**src/rtl/mesi_pkg.sv**
```systemverilog
package mesi_pkg;
  typedef enum logic [1:0] {ST_I = 2'd0, ST_S = 2'd1, ST_E = 2'd2, ST_M = 2'd3} line_st_e;
  typedef enum logic [1:0] {BC_RD = 2'd0, BC_RDX = 2'd1, BC_UPGR = 2'd2, BC_WB = 2'd3} bus_op_e;
  typedef enum logic [1:0] {PH_IDLE = 2'd0, PH_ASK = 2'd1, PH_WAIT = 2'd2} phase_e;

  // State a valid line takes after another cache's transaction.
  function automatic line_st_e snoop_next(line_st_e s, bus_op_e op);
    case (op)
      BC_RD:           return (s == ST_I) ? ST_I : ST_S;
      BC_RDX, BC_UPGR: return ST_I;
      default:         return s;
    endcase
  endfunction

  // Whether this copy must put its data on the bus.
  function automatic logic snoop_supplies(line_st_e s, bus_op_e op, logic s_may_supply);
    return ((op == BC_RD) || (op == BC_RDX)) &&
           ((s == ST_E) || (s == ST_M) || ((s == ST_S) && s_may_supply));
  endfunction

  // State of a freshly filled line.
  function automatic line_st_e fill_state(bus_op_e op, logic others_hold);
    if (op == BC_RD) return others_hold ? ST_S : ST_E;
    return ST_M;
  endfunction
endpackage

```
**src/rtl/mesi_line_store.sv**
```systemverilog
module mesi_line_store
  import mesi_pkg::*;
#(
  parameter int IDX_W  = 2,
  parameter int TAG_W  = 5,
  parameter int OFF_W  = 1,
  parameter int DATA_W = 8,
  localparam int LINES  = 1 << IDX_W,
  localparam int WORDS  = 1 << OFF_W,
  localparam int LINE_W = WORDS * DATA_W
) (
  input  logic              clk,
  input  logic              rst_n,
  input  logic [IDX_W-1:0]  a_idx,
  output line_st_e          a_st,
  output logic [TAG_W-1:0]  a_tag,
  output logic [LINE_W-1:0] a_line,
  input  logic [IDX_W-1:0]  b_idx,
  output line_st_e          b_st,
  output logic [TAG_W-1:0]  b_tag,
  output logic [LINE_W-1:0] b_line,
  input  logic              s_we,
  input  line_st_e          s_st,
  input  logic              l_we_st,
  input  logic              l_we_fill,
  input  logic              l_we_word,
  input  line_st_e          l_st,
  input  logic [TAG_W-1:0]  l_tag,
  input  logic [LINE_W-1:0] l_line,
  input  logic [OFF_W-1:0]  l_off,
  input  logic [DATA_W-1:0] l_word
);
  line_st_e          st_q   [LINES];
  logic [TAG_W-1:0]  tag_q  [LINES];
  logic [DATA_W-1:0] data_q [LINES][WORDS];

  // Snoop write comes last so it wins on the same index.
  always_ff @(posedge clk or negedge rst_n) begin
    if (!rst_n) begin
      for (int i = 0; i < LINES; i++) st_q[i] <= ST_I;
    end else begin
      if (l_we_st) st_q[a_idx] <= l_st;
      if (s_we)    st_q[b_idx] <= s_st;
    end
  end

  always_ff @(posedge clk) begin
    if (l_we_fill) begin
      tag_q[a_idx] <= l_tag;
      for (int w = 0; w < WORDS; w++) data_q[a_idx][w] <= l_line[w*DATA_W +: DATA_W];
    end
    if (l_we_word) data_q[a_idx][l_off] <= l_word;
  end

  assign a_st  = st_q[a_idx];
  assign a_tag = tag_q[a_idx];
  assign b_st  = st_q[b_idx];
  assign b_tag = tag_q[b_idx];

  for (genvar w = 0; w < WORDS; w++) begin : g_pack
    assign a_line[w*DATA_W +: DATA_W] = data_q[a_idx][w];
    assign b_line[w*DATA_W +: DATA_W] = data_q[b_idx][w];
  end

  // a snoop only ever rewrites a line that holds a copy.
  assert_snoop_needs_copy_R8: assert property (@(posedge clk) disable iff (!rst_n)
    s_we |-> st_q[b_idx] != ST_I);

  // the processor side never writes the index a snoop is rewriting.
  assert_no_local_under_snoop_R11: assert property (@(posedge clk) disable iff (!rst_n)
    (s_we && (a_idx == b_idx)) |-> !(l_we_st || l_we_fill || l_we_word));
endmodule

```
**src/rtl/mesi_snoop_unit.sv**
```systemverilog
module mesi_snoop_unit
  import mesi_pkg::*;
#(
  parameter int   TAG_W         = 5,
  parameter int   LINE_W        = 16,
  parameter logic SHARED_SUPPLY = 1'b0
) (
  input  logic              valid,
  input  bus_op_e           op,
  input  logic [TAG_W-1:0]  tag,
  input  line_st_e          ln_st,
  input  logic [TAG_W-1:0]  ln_tag,
  input  logic [LINE_W-1:0] ln_line,
  output logic              hit,
  output logic              we,
  output line_st_e          nxt,
  output logic              shared,
  output logic              flush,
  output logic [LINE_W-1:0] data
);
  always_comb begin
    hit    = valid && (ln_st != ST_I) && (ln_tag == tag);
    nxt    = snoop_next(ln_st, op);
    we     = hit && (nxt != ln_st);
    shared = hit && (op == BC_RD);
    flush  = hit && snoop_supplies(ln_st, op, SHARED_SUPPLY);
    data   = flush ? ln_line : '0;
  end
endmodule

```
**src/rtl/mesi_cpu_fsm.sv**
```systemverilog
module mesi_cpu_fsm
  import mesi_pkg::*;
#(
  parameter int TAG_W  = 5,
  parameter int IDX_W  = 2,
  parameter int OFF_W  = 1,
  parameter int DATA_W = 8,
  localparam int LINE_W = (1 << OFF_W) * DATA_W,
  localparam int LA_W   = TAG_W + IDX_W
) (
  input  logic              clk,
  input  logic              rst_n,
  input  logic              req,
  input  logic              we,
  input  logic [TAG_W-1:0]  tag,
  input  logic [IDX_W-1:0]  idx,
  input  logic [OFF_W-1:0]  off,
  output logic              ack,
  output logic [DATA_W-1:0] rdata,
  input  line_st_e          ln_st,
  input  logic [TAG_W-1:0]  ln_tag,
  input  logic [LINE_W-1:0] ln_line,
  input  logic              collide,
  output logic              bus_req,
  output bus_op_e           bus_op,
  output logic [LA_W-1:0]   bus_laddr,
  input  logic              bus_gnt,
  input  logic              bus_done,
  input  logic              bus_shared,
  output logic              l_we_st,
  output logic              l_we_fill,
  output logic              l_we_word,
  output line_st_e          l_st,
  output logic [TAG_W-1:0]  l_tag
);
  phase_e            ph_q, ph_d;
  bus_op_e           op_q, op_d;
  logic [LA_W-1:0]   la_q, la_d;
  logic              tag_hit, serve, still_s;

  always_comb begin
    tag_hit   = (ln_st != ST_I) && (ln_tag == tag);
    serve     = tag_hit && (!we || (ln_st == ST_E) || (ln_st == ST_M));
    still_s   = tag_hit && (ln_st == ST_S);
    rdata     = ln_line[int'(off)*DATA_W +: DATA_W];
    ack       = 1'b0;
    bus_req   = 1'b0;
    bus_op    = op_q;
    l_we_st   = 1'b0;
    l_we_fill = 1'b0;
    l_we_word = 1'b0;
    l_st      = ST_I;
    l_tag     = la_q[LA_W-1:IDX_W];
    ph_d      = ph_q;
    op_d      = op_q;
    la_d      = la_q;
    case (ph_q)
      PH_IDLE: if (req && !collide) begin
        if (serve) begin
          ack = 1'b1;
          if (we) begin                          // E or M write hit ends Modified
            l_we_st   = 1'b1;
            l_st      = ST_M;
            l_we_word = 1'b1;
          end
        end else begin
          ph_d = PH_ASK;
          la_d = {tag, idx};
          if (tag_hit)            op_d = BC_UPGR;
          else if (ln_st == ST_M) begin             // dirty victim first
            op_d = BC_WB;
            la_d = {ln_tag, idx};
          end else op_d = we ? BC_RDX : BC_RD;
        end
      end
      PH_ASK: begin
        bus_req = 1'b1;
        if ((op_q == BC_UPGR) && !still_s) bus_op = BC_RDX;  // conversion
        op_d = bus_op;
        if (bus_gnt) ph_d = PH_WAIT;
      end
      PH_WAIT: if (bus_done) begin
        ph_d = PH_IDLE;
        if (!collide) begin
          case (op_q)
            BC_WB:   begin l_we_st = 1'b1; l_st = ST_I; end
            BC_UPGR: begin l_we_st = 1'b1; l_st = ST_M; end
            default: begin
              l_we_fill = 1'b1;
              l_we_st   = 1'b1;
              l_st      = fill_state(op_q, bus_shared);
            end
          endcase
        end
      end
      default: ph_d = PH_IDLE;
    endcase
    bus_laddr = la_q;
  end

  always_ff @(posedge clk or negedge rst_n) begin
    if (!rst_n) begin
      ph_q <= PH_IDLE;
      op_q <= BC_RD;
      la_q <= '0;
    end else begin
      ph_q <= ph_d;
      op_q <= op_d;
      la_q <= la_d;
    end
  end

  // an ungranted request stays up with the same line address.
  assert_req_held_R10: assert property (@(posedge clk) disable iff (!rst_n)
    (bus_req && !bus_gnt) |=> (bus_req && $stable(bus_laddr)));
endmodule

```
**src/rtl/mesi_line_ctrl.sv**
```systemverilog
module mesi_line_ctrl
  import mesi_pkg::*;
#(
  parameter int   ADDR_W        = 8,
  parameter int   IDX_W         = 2,
  parameter int   OFF_W         = 1,
  parameter int   DATA_W        = 8,
  parameter logic SHARED_SUPPLY = 1'b0,
  localparam int  TAG_W   = ADDR_W - IDX_W - OFF_W,
  localparam int  LADDR_W = ADDR_W - OFF_W,
  localparam int  LINE_W  = (1 << OFF_W) * DATA_W
) (
  input  logic               clk,
  input  logic               rst_n,
  input  logic               cpu_req,
  input  logic               cpu_we,
  input  logic [ADDR_W-1:0]  cpu_addr,
  input  logic [DATA_W-1:0]  cpu_wdata,
  output logic               cpu_ack,
  output logic [DATA_W-1:0]  cpu_rdata,
  output logic               bus_req,
  output logic [1:0]         bus_cmd,
  output logic [LADDR_W-1:0] bus_addr,
  output logic [LINE_W-1:0]  bus_wdata,
  input  logic               bus_gnt,
  input  logic               bus_done,
  input  logic               bus_shared_in,
  input  logic [LINE_W-1:0]  bus_rdata,
  input  logic               snp_valid,
  input  logic [1:0]         snp_cmd,
  input  logic [LADDR_W-1:0] snp_addr,
  output logic               snp_shared,
  output logic               snp_flush,
  output logic [LINE_W-1:0]  snp_data
);
  logic [TAG_W-1:0]  c_tag, s_tag, a_tag, b_tag, l_tag;
  logic [IDX_W-1:0]  c_idx, s_idx;
  logic [OFF_W-1:0]  c_off;
  line_st_e          a_st, b_st, s_nxt, l_st;
  logic [LINE_W-1:0] a_line, b_line;
  logic              s_hit, s_we, collide;
  logic              l_we_st, l_we_fill, l_we_word;
  bus_op_e           op;

  assign {c_tag, c_idx, c_off} = cpu_addr;
  assign {s_tag, s_idx}        = snp_addr;
  assign collide               = s_hit && (s_idx == c_idx);
  assign bus_cmd               = op;
  assign bus_wdata             = a_line;

  mesi_line_store #(.IDX_W(IDX_W), .TAG_W(TAG_W), .OFF_W(OFF_W), .DATA_W(DATA_W)) u_store (
    .clk(clk), .rst_n(rst_n),
    .a_idx(c_idx), .a_st(a_st), .a_tag(a_tag), .a_line(a_line),
    .b_idx(s_idx), .b_st(b_st), .b_tag(b_tag), .b_line(b_line),
    .s_we(s_we), .s_st(s_nxt),
    .l_we_st(l_we_st), .l_we_fill(l_we_fill), .l_we_word(l_we_word),
    .l_st(l_st), .l_tag(l_tag), .l_line(bus_rdata), .l_off(c_off), .l_word(cpu_wdata)
  );

  mesi_snoop_unit #(.TAG_W(TAG_W), .LINE_W(LINE_W), .SHARED_SUPPLY(SHARED_SUPPLY)) u_snoop (
    .valid(snp_valid), .op(bus_op_e'(snp_cmd)), .tag(s_tag),
    .ln_st(b_st), .ln_tag(b_tag), .ln_line(b_line),
    .hit(s_hit), .we(s_we), .nxt(s_nxt),
    .shared(snp_shared), .flush(snp_flush), .data(snp_data)
  );

  mesi_cpu_fsm #(.TAG_W(TAG_W), .IDX_W(IDX_W), .OFF_W(OFF_W), .DATA_W(DATA_W)) u_fsm (
    .clk(clk), .rst_n(rst_n),
    .req(cpu_req), .we(cpu_we), .tag(c_tag), .idx(c_idx), .off(c_off),
    .ack(cpu_ack), .rdata(cpu_rdata),
    .ln_st(a_st), .ln_tag(a_tag), .ln_line(a_line), .collide(collide),
    .bus_req(bus_req), .bus_op(op), .bus_laddr(bus_addr),
    .bus_gnt(bus_gnt), .bus_done(bus_done), .bus_shared(bus_shared_in),
    .l_we_st(l_we_st), .l_we_fill(l_we_fill), .l_we_word(l_we_word),
    .l_st(l_st), .l_tag(l_tag)
  );

  // an upgrade is only ever offered for a line still held Shared.
  assert_upgrade_from_shared_R4: assert property (@(posedge clk) disable iff (!rst_n)
    (bus_req && (bus_cmd == 2'd2)) |-> ((a_st == ST_S) && (a_tag == c_tag)));

  // the presence indication only answers a plain read.
  assert_shared_on_read_R9: assert property (@(posedge clk) disable iff (!rst_n)
    snp_shared |-> (snp_valid && (snp_cmd == 2'd0)));
endmodule

```
**config.mk**
```make
export PLATFORM = sky130hd
export DESIGN_NAME = mesi_line_ctrl
export DESIGN_NICKNAME = d
export VERILOG_FILES = /design/src/rtl/mesi_pkg.sv /design/src/rtl/mesi_line_store.sv /design/src/rtl/mesi_snoop_unit.sv /design/src/rtl/mesi_cpu_fsm.sv /design/src/rtl/mesi_line_ctrl.sv
export SDC_FILE = /design/constraint.sdc
export NUM_CORES = 1
export LEC_CHECK = 0
export BUFFER_PORTS_ARGS = -buffer_cell sky130_fd_sc_hd__buf_2
export CAP_MARGIN = 10
export CORE_MARGIN = 5
export CORE_UTILIZATION = 55
export CTS_BUF_LIST = sky130_fd_sc_hd__clkbuf_16
export DETAILED_ROUTE_END_ITERATION = 7
export HOLD_SLACK_MARGIN = 0.02
export PLACE_DENSITY = 0.88
export SYNTH_ARGS = -nofsm -noshare
export SYNTH_HDL_FRONTEND = slang
export SYNTH_HIERARCHICAL = 1
export SYNTH_SLANG_ARGS = --single-unit
```
**constraint.sdc**
```tcl
create_clock -name clk -period 11.05 [get_ports clk]
set_clock_uncertainty 0.15 [all_clocks]
set_input_delay 1.105 -clock clk [delete_from_list [all_inputs] [get_ports clk]]
set_output_delay 1.105 -clock clk [all_outputs]
set_load 0.02 [all_outputs]
```
-- Word level (Yosys, flattened, before mapping)
Memory sizes are Yosys's and may differ from the RTL's.
Cells that the tools add are included.
Widths: inputs -> output; s select.
- memory bits (writable): 84
- register bits: 19
- logic and storage cells: 173
- output and inout port bits: 53
- input bits: 49
- memories: 2
- memories (memory ; depth ; bits a word ; rd ports ; clocked after Yosys merged registers in ; wr ports ; RTL line ; source):
    u_store.data_q ; 4 ; 16 ; 2 ; 0 ; 1 ; mesi_line_store.sv:35 ; logic [DATA_W-1:0] data_q [LINES][WORDS];
    u_store.tag_q ; 4 ; 5 ; 2 ; 0 ; 1 ; mesi_line_store.sv:34 ; logic [TAG_W-1:0] tag_q [LINES];
- bitwise logic cells: 20
- equal/unequal tests: 19
- shift-type cells: 1
- reductions and logical operators: 34
- order comparisons: 6
- muxes and demuxes: 84
- operators with widths (cell ; number):
    $mux 2 ; 24
    $mux 1 ; 40
    $mux 16 ; 2
    $mux 8 ; 3
    $bwmux 8 ; 2
    $eq 2x2->1 const B ; 8
    $or 1x1->1 ; 16
    $pmux 2 s2 ; 4
    $shiftx 16x5->8 ; 1
    $logic_and 1x1->1 ; 15
    $mux 7 ; 2
    $eq 5x5->1 ; 2
    $bmux 2 s2 ; 2
    $demux 2 s2 ; 2
    $demux 8 s1 ; 1
    $logic_not 2->1 ; 4
    $eq 2x1->1 const B ; 3
    $ge 3x3->1 const B ; 2
    $lt 3x1->1 const B ; 2
    $ne 2x2->1 const B ; 3
    $not 2->3 ; 2
    $pmux 2 s3 ; 1
    $reduce_and 3->1 ; 2
    $reduce_bool 2->1 ; 3
    12 further kinds ; 18

-- Logic depth before layout (Yosys ltp)
Gate-level depths: netlist of the first run.
- depth in word-level cells: 20
- depth in mapped cells: 16
- gate-level depth less buffers: 12

-- Cells and area by module
The synthesis of the first run kept the hierarchy.
- by module, submodules not included (module ; area an instance (µm²) ; sequential area each (µm²) ; cells an instance ; times used):
    mesi_line_store ; 4356.7 ; 2722.6 ; 221 ; 1
    mesi_cpu_fsm ; 905.9 ; 275.3 ; 86 ; 1
    mesi_snoop_unit ; 354.1 ; 0.0 ; 57 ; 1
    mesi_line_ctrl ; 23.8 ; 0.0 ; 3 ; 1

-- Worst setup path before layout of the first run
OpenSTA, ideal clock, no wires.
- kind: input -> output
- from: input snp_addr[0]
- to: output cpu_ack
- required time: 9795 ps
- path buffers: 3
- arrival time: 3614 ps
- setup slack: 6181 ps
- stages on the path: 10
- path through: buf_6 -> buf_6 -> mux4_2 -> xnor2_1 -> o2111ai_1 -> buf_2 -> nor3_1 -> and3_1 -> nor4b_2 -> nor4b_1
- elaborated cells between the ends (all ways): 15
- those cells by class: 2 x eq/ne; 5 x mux; 1 x bitwise; 6 x reduce/logical; 1 x memory
- RTL lines (item ; RTL line ; source):
    start, declared ; mesi_line_ctrl.sv:31 ; input logic [LADDR_W-1:0] snp_addr,
    $mem_v2 4x5 ; - ;
    via b_tag[2] ; mesi_line_ctrl.sv:36 ; logic [TAG_W-1:0] c_tag, s_tag, a_tag, b_tag, l_tag;
    $eq 5x5->1 ; mesi_snoop_unit.sv:22 ; hit = valid && (ln_st != ST_I) && (ln_tag == tag);
    $logic_and 1x1->1 ; mesi_snoop_unit.sv:22 ;
    via s_hit ; mesi_line_ctrl.sv:41 ; logic s_hit, s_we, collide;
    $logic_and 1x1->1 ; mesi_line_ctrl.sv:47 ; assign collide = s_hit && (s_idx == c_idx);
    via collide ; mesi_line_ctrl.sv:41 ;
    $logic_not 1->1 ; mesi_cpu_fsm.sv:58 ; PH_IDLE: if (req && !collide) begin
    $logic_and 1x1->1 ; mesi_cpu_fsm.sv:58 ;
    $mux 1 ; mesi_cpu_fsm.sv:58 ;
    $mux 1 ; mesi_cpu_fsm.sv:57 ; case (ph_q)
    end, declared ; mesi_line_ctrl.sv:19 ; output logic cpu_ack,
The timed path passes the listed nets, and every way through them passes these cells. The select of a mux whose other input is x is not followed.

-- Worst setup path in the final report of the first run
- from: input snp_addr[0]
- to: memory u_store/data_q[0][8] (netlist name) (enable)
- elaborated cells between the ends (all ways): 23
- those cells by class: 2 x eq/ne; 12 x mux; 2 x bitwise; 6 x reduce/logical; 1 x memory
- RTL lines (item ; RTL line ; source):
    $mem_v2 4x5 ; - ;
    via b_tag[4] ; mesi_line_ctrl.sv:36 ;
    $eq 5x5->1 ; mesi_snoop_unit.sv:22 ;
    $logic_and 1x1->1 ; mesi_snoop_unit.sv:22 ;
    via s_hit ; mesi_line_ctrl.sv:41 ;
    $logic_and 1x1->1 ; mesi_line_ctrl.sv:47 ;
    via collide ; mesi_line_ctrl.sv:41 ;
    $logic_not 1->1 ; mesi_cpu_fsm.sv:58 ;
    $logic_and 1x1->1 ; mesi_cpu_fsm.sv:58 ;
    $mux 1 ; mesi_cpu_fsm.sv:58 ;
    $mux 1 ; mesi_cpu_fsm.sv:57 ;
    via l_we_word ; mesi_line_ctrl.sv:42 ; logic l_we_st, l_we_fill, l_we_word;
    $mux 1 ; mesi_line_store.sv:52 ; if (l_we_word) data_q[a_idx][l_off] <= l_word;
    $mux 16 (implied by the code) ; mesi_line_store.sv:52 ;
    $or 1x1->1 (no line) ; - ;
    end, declared ; mesi_line_store.sv:35 ;
The timed path passes the listed nets, and every way through them passes these cells. The select of a mux whose other input is x is not followed.

==> results of run 1 <==
-- area by class of cell --
cell class                      count  area [um^2]  share of cell area (%)
Sequential cell                   103         3000                    46.6
Inverter                           23         86.3                    1.34
Multi-Input combinational cell    215         2360                    36.7
Antenna cell                        1         2.50                  0.0389
Clock buffer                        9          225                    3.50
Clock inverter                      7         70.1                    1.09
Timing Repair Buffer              103          520                    8.09
Tap cell                          136          170                    2.64
-- final timing paths --
check / end / depth (start not counted) / from
setup / recovery: u_store/data_q[0][8] / 14 / snp_addr[0]
hold / removal: u_fsm/bus_laddr[1] / 1 / u_fsm/bus_laddr[1]
setup reg to reg: u_store/data_q[0][8] / 12 / u_store/st_q[5]
hold reg to reg: u_fsm/bus_laddr[1] / 1 / u_fsm/bus_laddr[1]
max in group asynchronous: u_store/st_q[3] / 1 / rst_n
min in group asynchronous: u_fsm/bus_laddr[1] / 1 / rst_n
-- per-layer routing --
layer | track usage (%) | vias to the layer above | wire length, um
met2 | 37.4 | 263 | 7150
met1 | 30.2 | 1898 | 5140
met5 | 0 | - | 0
met4 | 10.8 | 0 | 535
met3 | 5.19 | 46 | 1320
li1 | - | 1602 | -
-- synthesized netlist by cell type (all sizes together), types with 2 or more instances --
cell type	instances
edfxtp	84
nand3b	4
nor2	24
a22o	2
a21oi	11
and3	4
nor4b	2
or3b	2
nor3	22
nor4	2
nand3	5
buf	25
dfrtp	19
xnor2	11
and2	4
nand2b	5
inv	23
mux4	46
mux2	36
mux2i	8
nand2	8
o21ai	4
-- registers in the layout, summed over array words and instances, names as in the netlist --
signal / flops
u_store/data_q: 64
u_store/tag_q: 20
u_store/st_q: 8
u_fsm/bus_laddr: 7
u_fsm/op_q: 2
u_fsm/ph_q: 2
-- power by group through the flow --
stage / clock network, mW / registers, mW / logic [mW]
CTS: 0.317 / 0.505 / 0.227
global placement: 0 / 0.506 / 0.219
detailed placement: 0 / 0.511 / 0.224
finish: 0.314 / 0.505 / 0.228
floorplan: 0 / 0.510 / 0.167
global route: 0.336 / 0.510 / 0.243
-- through the flow --
stage          instances  area (um^2)
2_1_floorplan        367         5640
3_3_place_gp         580         6140
3_5_place_dp         580         6140
4_1_cts              596         6430
5_1_grt              597         6440
6_report             597         6440
-- worst max-delay path, delay by kind of cell --
family | cells | cell delay [ns]
buffers and inverters | 3 | 1.12
AOI/OAI and AO/OA | 1 | 0.08
muxes | 1 | 0.61
xor gates and xnor gates | 1 | 0.15
and+or+nand+nor | 8 | 2.53
-- kinds of logic (layout without fill, tap and decap cells) --
logic type      after synthesis  in the layout
flops                       103            103
mux                          90             90
simple gates                 85             85
buf+inv                      49            142
compound gates               28             28
xor+xnor                     12             12
other cells                   0              1
==> impl_results.md, run 1 <==
- Leak Pwr: 2.51 nW
- Worst slew pin tran: 1.13 ns
- Setup crit start kind: primary input
- CTS tree: done
- Hold buffer count at cts: 0
- Final core occ: 63.2%
- MaxCap Viol Count: 0
- Switch Pwr: 303 uW
- Die Y-Extent: 111 um
- # setup viols final: 0
- Async S/R FF share, synth: 18.4%
- Vias per cell: 6.38
- Critical path class: primary input to flop
- Initial DRC Count: 361
- Num rows: 37
- First-pass GRT wire length: 22300 um
- Drt drc: 0
- Synth Area in XOR/XNOR: 2.26%
- R2r setup slk: 6.36 ns
- Leading area contributor after synthesis: edfxtp_1
- DP Worst Slack: 4.91 ns
- Routed WL per cell: 23.7 um
- Die width: 111 um
- Slew Limit Fails: 0
- Fillers: 739
- CTS-repair resized insts: 0
- Total power: 1.05 mW
- Placed wire-length estimate: 9780 um
- P per Cell Area: 163 nW/um^2
- Fin crit share: 52.6%
- Minimum clock period: 5.81 ns
- Compound-Gate Fraction of Synth Area: 3.24%
- Reg power frac: 48.3%
- Setup TNS: 0 ns
- Internal power: 744 uW
- Switch share: 28.9%
- Io pins: 102
- Final hold vios: 0
- Vias in the first global route: 3997
- Gate power share: 21.7%
- Post CTS Setup Buffer Count: 0
- GRT Total Usage: 23.3%
- Critical Path Max Stage Delay: 0.87 ns
- Largest family of logic cells by synthesized area: multiplexers
- Adder-cell share of the synthesized area: 0%
- Ranking of synthesized cells by area: edfxtp_1 (45%), mux4_2 (18%), dfrtp_1 (8.4%)
- Syn. warnings: 6
- Average size of a mapped cell: 15.4 um^2
- Simple-gate share of the synthesized area: 8.85%
- Core footprint: 10200 um^2
- CTS Root Cell: clkbuf_16
- Critical Path Slowest Stage Cell: nor3_1
- IO buf count: 101
- Commonest non-fill, non-tap cell in the layout: buf_2
- Clock buffer depth: 2
- DR vias: 3809
- Sequential fraction of the synthesis area: 53.1%
- Status: finished, final reports clean
- CP required: 10.86 ns
- Initial core utilization: 55.4%
- Critical path endpoint category: flop
- CTS buffer count: 9
- CTS clock-pin slew for the worst setup and hold paths: 0.07 ns
- Final antenna-violating net count: 0
- Die area: 12400 um^2
- CP cell instances: buf_2 -> mux4_2 -> xnor2_1 -> o2111ai_2 -> buf_4 -> nor3_1 -> and3_1 -> nor4b_2 -> and3_1 -> nand3_1 -> inv_1 -> nand2b_1 -> and2_1 -> nor3_1
- Mapped Nets: 416
- Worst hold slack: 0.371 ns
- Clock power share: 30.0%
- Drt pass-1 iters: 5
- Cell count after synthesis: 367
- Worst relative slew slack: 24.1%
- H-tree depth: 3
- Synth cell types: 47
- Area Growth Syn to Fin: 14.1%
- Most frequent cells in the layout: buf_2 (101), edfxtp_1 (84), mux4_2 (46)
- RSZ-0062 raised after global routing: false
- Layout cells sized above 1: 47.2%
- Yosys top cell area share: 44.7%
- Initial antenna violation count: 1
- Mapped Area: 5640 um^2
- Synth Flop Type: edfxtp_1
- Crit Path Max Fanout: 28
- Net count reported at finish: 504
- Post-synth EDFFs: 84
- Max Fclk: 172 MHz
- Arrival time of the worst setup path: 5.62 ns
- Mux cell area share after synthesis: 27.4%
- Drt total wl: 14100 um
- Largest net degree at the start of global routing: 36
- Clock sinks: 103
- HP Class: flop to flop
- Worst vdd ir: 0.000103 V
- Clock Latency Late Sink: 0.34 ns
- Gpl congestion: 0.882
- Synthesis-stage register bit count: 103
- Worst setup margin: 5.24 ns
- GR Overflow Total: 0
(Power assumes the default switching activity.)
==> run 2, diff against run 1 <==
==> constraint.sdc (replaced) <==
create_clock -name clk -period 5.9 [get_ports clk]
set_clock_uncertainty 0.15 [all_clocks]
set_input_delay 0.59 -clock clk [delete_from_list [all_inputs] [get_ports clk]]
set_output_delay 0.59 -clock clk [all_outputs]
set_load 0.02 [all_outputs]
==> run 2 against run 1 <==
  * Hold slack got worse by 0.34 ns
  * Clock-buffer cell count did not move
  * First-iteration DRC count rose by 12%
  * Via count is 1.2% lower
  * Global-route usage is 0.18 points lower
  * Critical path type unchanged
  * Critical endpoint is now u_store/data_q[1][13]
==> impl_results.md, run 2 (synthesis results as in run 1) <==
- Biggest regs: u_store/data_q (64), u_store/tag_q (20), u_store/st_q (8) (unchanged)
- CTS-repair resized insts: 0 (unchanged)
- CP startpoint: snp_addr[0] (unchanged)
- Die width: 111 um (unchanged)
- Worst hold slack: 0.0298 ns (was 0.371 ns)
- GRT Total Usage: 23.1% (was 23.3%)
- DP Worst Slack: 0.872 ns (was 4.91 ns)
- Arrival time of the worst setup path: 4.54 ns (was 5.62 ns)
- Clock Latency Late Sink: 0.34 ns (about the same)
- CP cell instances: buf_2 -> mux4_2 -> xor2_1 -> nor3_1 -> and3_1 -> nor4b_2 -> and3_1 -> nand3_1 -> inv_1 -> nand2b_1 -> and2_1 -> nor2_1 (was buf_2 -> mux4_2 -> xnor2_1 -> o2111ai_2 -> buf_4 -> nor3_1 -> and3_1 -> nor4b_2 -> and3_1 -> nand3_1 -> inv_1 -> nand2b_1 -> and2_1 -> nor3_1)
- Status: finished, final reports clean (unchanged)
- Critical Path Max Stage Delay: 0.69 ns (was 0.87 ns)
- Fillers: 725 (was 739)
- Placement Cell Area: 6150 um^2 (was 6140 um^2)
- Largest register FFs: 64 (unchanged)
- Cell family with most CP delay: simple AND/OR/NAND/NOR gates (unchanged)
- Core footprint: 10200 um^2 (unchanged)
- Crit path to: u_store/data_q[1][13] (was u_store/data_q[0][8])
- R2r setup slk: 1.80 ns (was 6.36 ns)
- MaxCap Viol Count: 0 (unchanged)
- RSZ-0062 raised after global routing: false (unchanged)
- Buf/Inv on CP: 2 (was 3)
- Critical Path Slowest Stage Cell: buf_2 (was nor3_1)
- Net count reported at finish: 506 (was 504)
- Leak Pwr: 2.51 nW (about the same)
- R2R depth: 11 (was 12)
- Worst setup margin: 1.19 ns (was 5.24 ns)
- Most frequent cells in the layout: buf_2 (101), edfxtp_1 (84), mux4_2 (46) (unchanged)
- Critical path endpoint category: flop (unchanged)
- Internal power: 1.39 mW (was 744 uW)
- Vias per cell: 6.28 (was 6.38)
- Drt pass-1 iters: 5 (unchanged)
- CTS clock-pin slew for the worst setup and hold paths: 0.07 ns (about the same)
- Critical path class: primary input to flop (unchanged)
- Post CTS Setup Buffer Count: 0 (unchanged)
- Gpl congestion: 0.889 (was 0.882)
- Hold buffer count at cts: 0 (unchanged)
- Die area: 12400 um^2 (unchanged)
- Clock buffer depth: 2 (unchanged)
- P per Cell Area: 303 nW/um^2 (was 163 nW/um^2)
- Placed wire-length estimate: 10100 um (was 9780 um)
- First-pass GRT wire length: 22000 um (was 22300 um)
- Total power: 1.95 mW (was 1.05 mW)
- Drt total wl: 14200 um (was 14100 um)
- Clock power share: 29.8% (was 30.0%)
- Most used cell along the critical path: and3_1
- Largest net degree at the start of global routing: 36 (unchanged)
- Initial antenna violation count: 1 (unchanged)
- Io pins: 102 (unchanged)
- Largest reg by FF count: u_store/data_q (unchanged)
- Worst slew pin tran: 1.08 ns (was 1.13 ns)
- Crit Path Max Fanout: 28 (unchanged)
- Gate power share: 21.9% (was 21.7%)
- Worst path depth: 12 (was 14)
- R2r startpoint: u_store/st_q[5] (unchanged)
- DR vias: 3762 (was 3809)
- Reg power frac: 48.3% (about the same)
- Vias in the first global route: 3910 (was 3997)
- H-tree depth: 3 (unchanged)
- Final hold vios: 0 (unchanged)
- Layout cells sized above 1: 47.4% (was 47.2%)
- CP required: 5.73 ns (was 10.86 ns)
- Switch Pwr: 561 uW (was 303 uW)
- Slew Limit Fails: 0 (unchanged)
- CTS tree: done (unchanged)
- Initial core utilization: 55.4% (unchanged)
- CTS buffer count: 9 (unchanged)
- Setup crit start kind: primary input (unchanged)
- HP Class: primary input to async pin (was flop to flop)
- Minimum clock period: 4.71 ns
- Final antenna-violating net count: 0 (unchanged)
- Switch share: 28.7% (was 28.9%)
- Max Fclk: 212 MHz
- CTS Root Cell: clkbuf_16 (unchanged)
- # setup viols final: 0 (unchanged)
- Fin crit share: 79.9%
- Commonest non-fill, non-tap cell in the layout: buf_2 (unchanged)
- RR Endpoint: u_store/data_q[1][13] (was u_store/data_q[0][8])
- Die Y-Extent: 111 um (unchanged)
- Worst relative slew slack: 27.7% (was 24.1%)
- Setup TNS: 0 ns (unchanged)
- Final std cell area, no fill: 6450 um^2 (was 6440 um^2)
- Drt drc: 0 (unchanged)
- GR Overflow Total: 0 (unchanged)
- Clock sinks: 103 (unchanged)
- IO buf count: 101 (unchanged)
- Area Growth Syn to Fin: 14.4% (was 14.1%)
- Num rows: 37 (unchanged)
- Initial DRC Count: 406 (was 361)
- Routed WL per cell: 23.6 um (was 23.7 um)
- Worst vdd ir: 0.000161 V (was 0.000103 V)
==> run 2: power groups by stage <==
stage | clock [mW] | sequential, mW | combinational [mW]
3_3_place_gp | 0 | 0.949 | 0.413
5_1_grt | 0.618 | 0.953 | 0.455
3_5_place_dp | 0 | 0.955 | 0.423
4_1_cts | 0.585 | 0.942 | 0.426
6_report | 0.581 | 0.943 | 0.428
2_1_floorplan | 0 | 0.956 | 0.312
==> run 2: final cells by class <==
cell class	count	area (um^2)	share of cell area [%]
Timing Repair Buffer	105	539	8.36
Clock buffer	9	225	3.49
Antenna cell	1	2.50	0.0388
Inverter	23	86.3	1.34
Multi-Input combinational cell	215	2360	36.6
Clock inverter	7	66.3	1.03
Tap cell	136	170	2.64
Sequential cell	103	3000	46.5
==> run 2: stage by stage <==
step / utilization [%] / std cells
4_1_cts: 63.2 / 597
5_1_grt: 63.3 / 599
3_3_place_gp: 60.3 / 581
2_1_floorplan: - / 367
6_report: 63.3 / 599
3_5_place_dp: 60.3 / 581
==> run 2: how the worst min path moves through the flow <==
stage	start	to	slack, ns	cells after the start
6_report	rst_n	u_fsm/bus_laddr[1]	0.03	1
5_1_grt	rst_n	u_fsm/bus_laddr[4]	0.08	1
4_1_cts	rst_n	u_fsm/bus_laddr[1]	0.04	1
3_5_place_dp	u_fsm/bus_laddr[0]	u_fsm/bus_laddr[0]	0.35	1
3_3_place_gp	u_fsm/bus_laddr[0]	u_fsm/bus_laddr[0]	0.34	1
2_1_floorplan	rst_n	u_fsm/bus_laddr[0]	0.14	0
==> run 2: worst register-to-register path, delay by kind of cell (launching register included) <==
kind,cells,cell delay [ns]
flops,1,0.42
simple gates,8,2.20
mux,1,0.55
compound gates,1,0.25
buf+inv,1,0.16
==> run 2: metal layers <==
metal / vias up / track usage (%) / part of all wire (%)
met3: 39 / 4.48 / 8.7
met1: 1875 / 30.6 / 37
met5: - / 0 / 0
met2: 239 / 37.7 / 51
li1: 1609 / - / -
met4: 0 / 9.25 / 3.1
==> run 3, diff against run 2 <==
--- a/config.mk
+++ b/config.mk
@@ -8,11 +8,11 @@
 export BUFFER_PORTS_ARGS = -buffer_cell sky130_fd_sc_hd__buf_2
 export CAP_MARGIN = 10
 export CORE_MARGIN = 5
-export CORE_UTILIZATION = 55
+export CORE_UTILIZATION = 51
 export CTS_BUF_LIST = sky130_fd_sc_hd__clkbuf_16
 export DETAILED_ROUTE_END_ITERATION = 7
 export HOLD_SLACK_MARGIN = 0.02
-export PLACE_DENSITY = 0.88
+export PLACE_DENSITY = 0.86
 export SYNTH_ARGS = -nofsm -noshare
 export SYNTH_HDL_FRONTEND = slang
 export SYNTH_HIERARCHICAL = 1
==> constraint.sdc (replaced) <==
create_clock -name clk -period 3.83 [get_ports clk]
set_clock_uncertainty 0.15 [all_clocks]
set_input_delay 0.383 -clock clk [delete_from_list [all_inputs] [get_ports clk]]
set_output_delay 0.383 -clock clk [all_outputs]
set_load 0.02 [all_outputs]
==> run 3 against run 2 <==
  * Critical path depth unchanged
  * Global-route usage fell by 0.87 points
  * Via count is 1.6% higher
  * Non-clock buffer count rose by 17
  * First-iteration DRC count increased by 2.5%
  * Critical path type is now flop to flop
  * Die area grew 7.1%
  * Worst setup slack got worse by 0.91 ns
==> impl_results.md, run 3 (synthesis results as in run 1) <==
- HP Class: primary input to flop (was primary input to async pin)
- MaxCap Viol Count: 0 (unchanged)
- CTS tree: done (unchanged)
- Antenna cells: 0 (was 1)
- Gate power share: 22.4% (was 21.9%)
- Io pins: 102 (unchanged)
- Reg power frac: 48.1% (was 48.3%)
- Most frequent cells in the layout: buf_2 (101), edfxtp_1 (84), mux4_2 (46) (unchanged)
- Vias per cell: 6.18 (was 6.28)
- Setup TNS: 0 ns (unchanged)
- GRT Total Usage: 22.2% (was 23.1%)
- Initial DRC Count: 416 (was 406)
- First-pass GRT wire length: 22000 um (about the same)
- Critical path class: flop to flop (was primary input to flop)
- Biggest regs: u_store/data_q (64), u_store/tag_q (20), u_store/st_q (8) (unchanged)
- Clock buffer depth: 2 (unchanged)
- DP Worst Slack: 0.136 ns (was 0.872 ns)
- Area Growth Syn to Fin: 16.7% (was 14.4%)
- Most used cell along the critical path: and3_1 (unchanged)
- Worst slew pin tran: 0.852 ns (was 1.08 ns)
- Final core occ: 60.7% (was 63.3%)
- IO buf count: 101 (unchanged)
- Clock power share: 29.5% (was 29.8%)
- # setup viols final: 0 (unchanged)
- Largest reg by FF count: u_store/data_q (unchanged)
- Initial antenna violation count: 0 (was 1)
- GR Overflow Total: 0 (unchanged)
- Post CTS Setup Buffer Count: 0 (unchanged)
- Worst setup margin: 0.274 ns (was 1.19 ns)
- Leak Pwr: 2.60 nW (was 2.51 nW)
- Crit Path Max Fanout: 8 (was 28)
- Setup crit start kind: flop (was primary input)
- Net count reported at finish: 523 (was 506)
- CP cell instances: mux4_2 -> o2111ai_2 -> nor3_1 -> and3_1 -> nor4b_2 -> and3_1 -> nand3_1 -> inv_1 -> nand2b_1 -> and2_1 -> nor2_1 -> buf_4 (was buf_2 -> mux4_2 -> xor2_1 -> nor3_1 -> and3_1 -> nor4b_2 -> and3_1 -> nand3_1 -> inv_1 -> nand2b_1 -> and2_1 -> nor2_1)
- Die Y-Extent: 115 um (was 111 um)
- Final antenna-violating net count: 0 (unchanged)
- Drt drc: 0 (unchanged)
- CTS buffer count: 9 (unchanged)
- Arrival time of the worst setup path: 3.45 ns (was 4.54 ns)
- Core footprint: 10800 um^2 (was 10200 um^2)
- Commonest non-fill, non-tap cell in the layout: buf_2 (unchanged)
- Drt pass-1 iters: 6 (was 5)
- P per Cell Area: 458 nW/um^2 (was 303 nW/um^2)
- DR vias: 3824 (was 3762)
- CP startpoint: u_store/st_q[1] (was snp_addr[0])
- Switch Pwr: 866 uW (was 561 uW)
- Largest net degree at the start of global routing: 21 (was 36)
- Buf/Inv on CP: 2 (unchanged)
- R2r startpoint: u_store/st_q[1] (was u_store/st_q[5])
- CTS clock-pin slew for the worst setup and hold paths: 0.06 ns (was 0.07 ns)
- Cell family with most CP delay: simple AND/OR/NAND/NOR gates (unchanged)
- Vias in the first global route: 3941 (was 3910)
- Fillers: 775 (was 725)
- Clock sinks: 103 (unchanged)
- RSZ-0062 raised after global routing: false (unchanged)
- Slew Limit Fails: 0 (unchanged)
- Drt total wl: 14200 um (about the same)
- Minimum clock period: 3.56 ns
- Critical Path Max Stage Delay: 0.56 ns (was 0.69 ns)
- Clock Latency Late Sink: 0.34 ns (about the same)
- Final hold vios: 0 (unchanged)
- CTS Root Cell: clkbuf_16 (unchanged)
- Hold buffer count at cts: 1 (was 0)
- Worst vdd ir: 0.000254 V (was 0.000161 V)
- Die area: 13300 um^2 (was 12400 um^2)
- H-tree depth: 3 (unchanged)
- Critical path endpoint category: flop (unchanged)
- Initial core utilization: 52.0% (was 55.4%)
- Area of the multi-input gates: 2370 um^2 (was 2360 um^2)
- CP required: 3.73 ns (was 5.73 ns)
- Routed WL per cell: 23.0 um (was 23.6 um)
- Layout cells sized above 1: 49.3% (was 47.4%)
- Reg area: 3000 um^2 (unchanged)
- Max Fclk: 281 MHz
- Placed wire-length estimate: 10400 um (was 10100 um)
- Critical Path Slowest Stage Cell: mux4_2 (was buf_2)
- Status: finished, final reports clean (unchanged)
- Internal power: 2.15 mW (was 1.39 mW)
- Switch share: 28.7% (about the same)
- Die width: 115 um (was 111 um)
- Fin crit share: 92.9%
- CTS-repair resized insts: 0 (unchanged)
- Num rows: 38 (was 37)
- Hold wc startpoint: bus_gnt
- Gpl congestion: 0.897 (was 0.889)
- Worst relative slew slack: 42.7% (was 27.7%)
- Largest register FFs: 64 (unchanged)
## run 3: changes by cell type in the layout (fill, tap and decap cells not counted), sizes merged
cell         before  now
clkinv            2    3
buf             105  121
diode             1    0
dlygate4sd3       0    1
clkinvlp          1    0
## run 3: routing by layer
| layer | GRT usage [%] | vias to the layer above | share of wire (%) |
|---|---|---|---|
| li1 | - | 1637 | - |
| met1 | 28.9 | 1904 | 35 |
| met2 | 36.7 | 238 | 52 |
| met3 | 3.89 | 45 | 9.2 |
| met4 | 9.94 | 0 | 3.4 |
| met5 | 0 | - | 0 |
## run 3: stage by stage
stage	instance area [um^2]	hold slack, ns	power [mW]	instances
after floorplan	5650	-0.0626	1.95	367
after global placement	6280	0.192	2.11	602
after detailed placement	6280	0.201	2.14	602
after CTS	6590	0.0936	3.02	619
after global routing	6590	0.104	3.13	619
final	6590	0.0945	3.02	619
## run 3: power groups by stage
stage,Clock [mW],Combinational (mW),Sequential (mW)
global placement,0,0.650,1.46
global route,0.945,0.718,1.47
detailed placement,0,0.667,1.47
floorplan,0,0.481,1.47
CTS,0.895,0.674,1.45
finish,0.890,0.677,1.45
## run 3: worst reg2reg max path, cell delays in order (launching register included)
cell	delay [ns]
dfrtp_1	0.41
mux4_2	0.56
o2111ai_2	0.25
nor3_1	0.08
and3_1	0.18
nor4b_2	0.38
and3_1	0.21
nand3_1	0.19
inv_1	0.19
nand2b_1	0.11
and2_1	0.22
nor2_1	0.13
buf_4	0.20
## run 3: final cells by class
type                    instances  area share [%]
inverters                      23            1.31
clock inverters                 7            1.01
multi-input cells             215            36.0
flip-flops and latches        103            45.5
repair buffers                122            10.1
clock buffers                   9            3.42
well taps                     140            2.66
## run 3: worst paths after layout
path,endpoint,slack [ns],cells after the start
min in group asynchronous,u_fsm/ph_q[1],0.37,2
max reg2reg,u_store/data_q[3][15],0.27,12
min reg2reg,u_fsm/bus_laddr[0],0.38,1
max,u_store/data_q[3][15],0.27,12
max in group asynchronous,u_store/st_q[2],2.84,2
min,u_fsm/ph_q[0],0.09,2
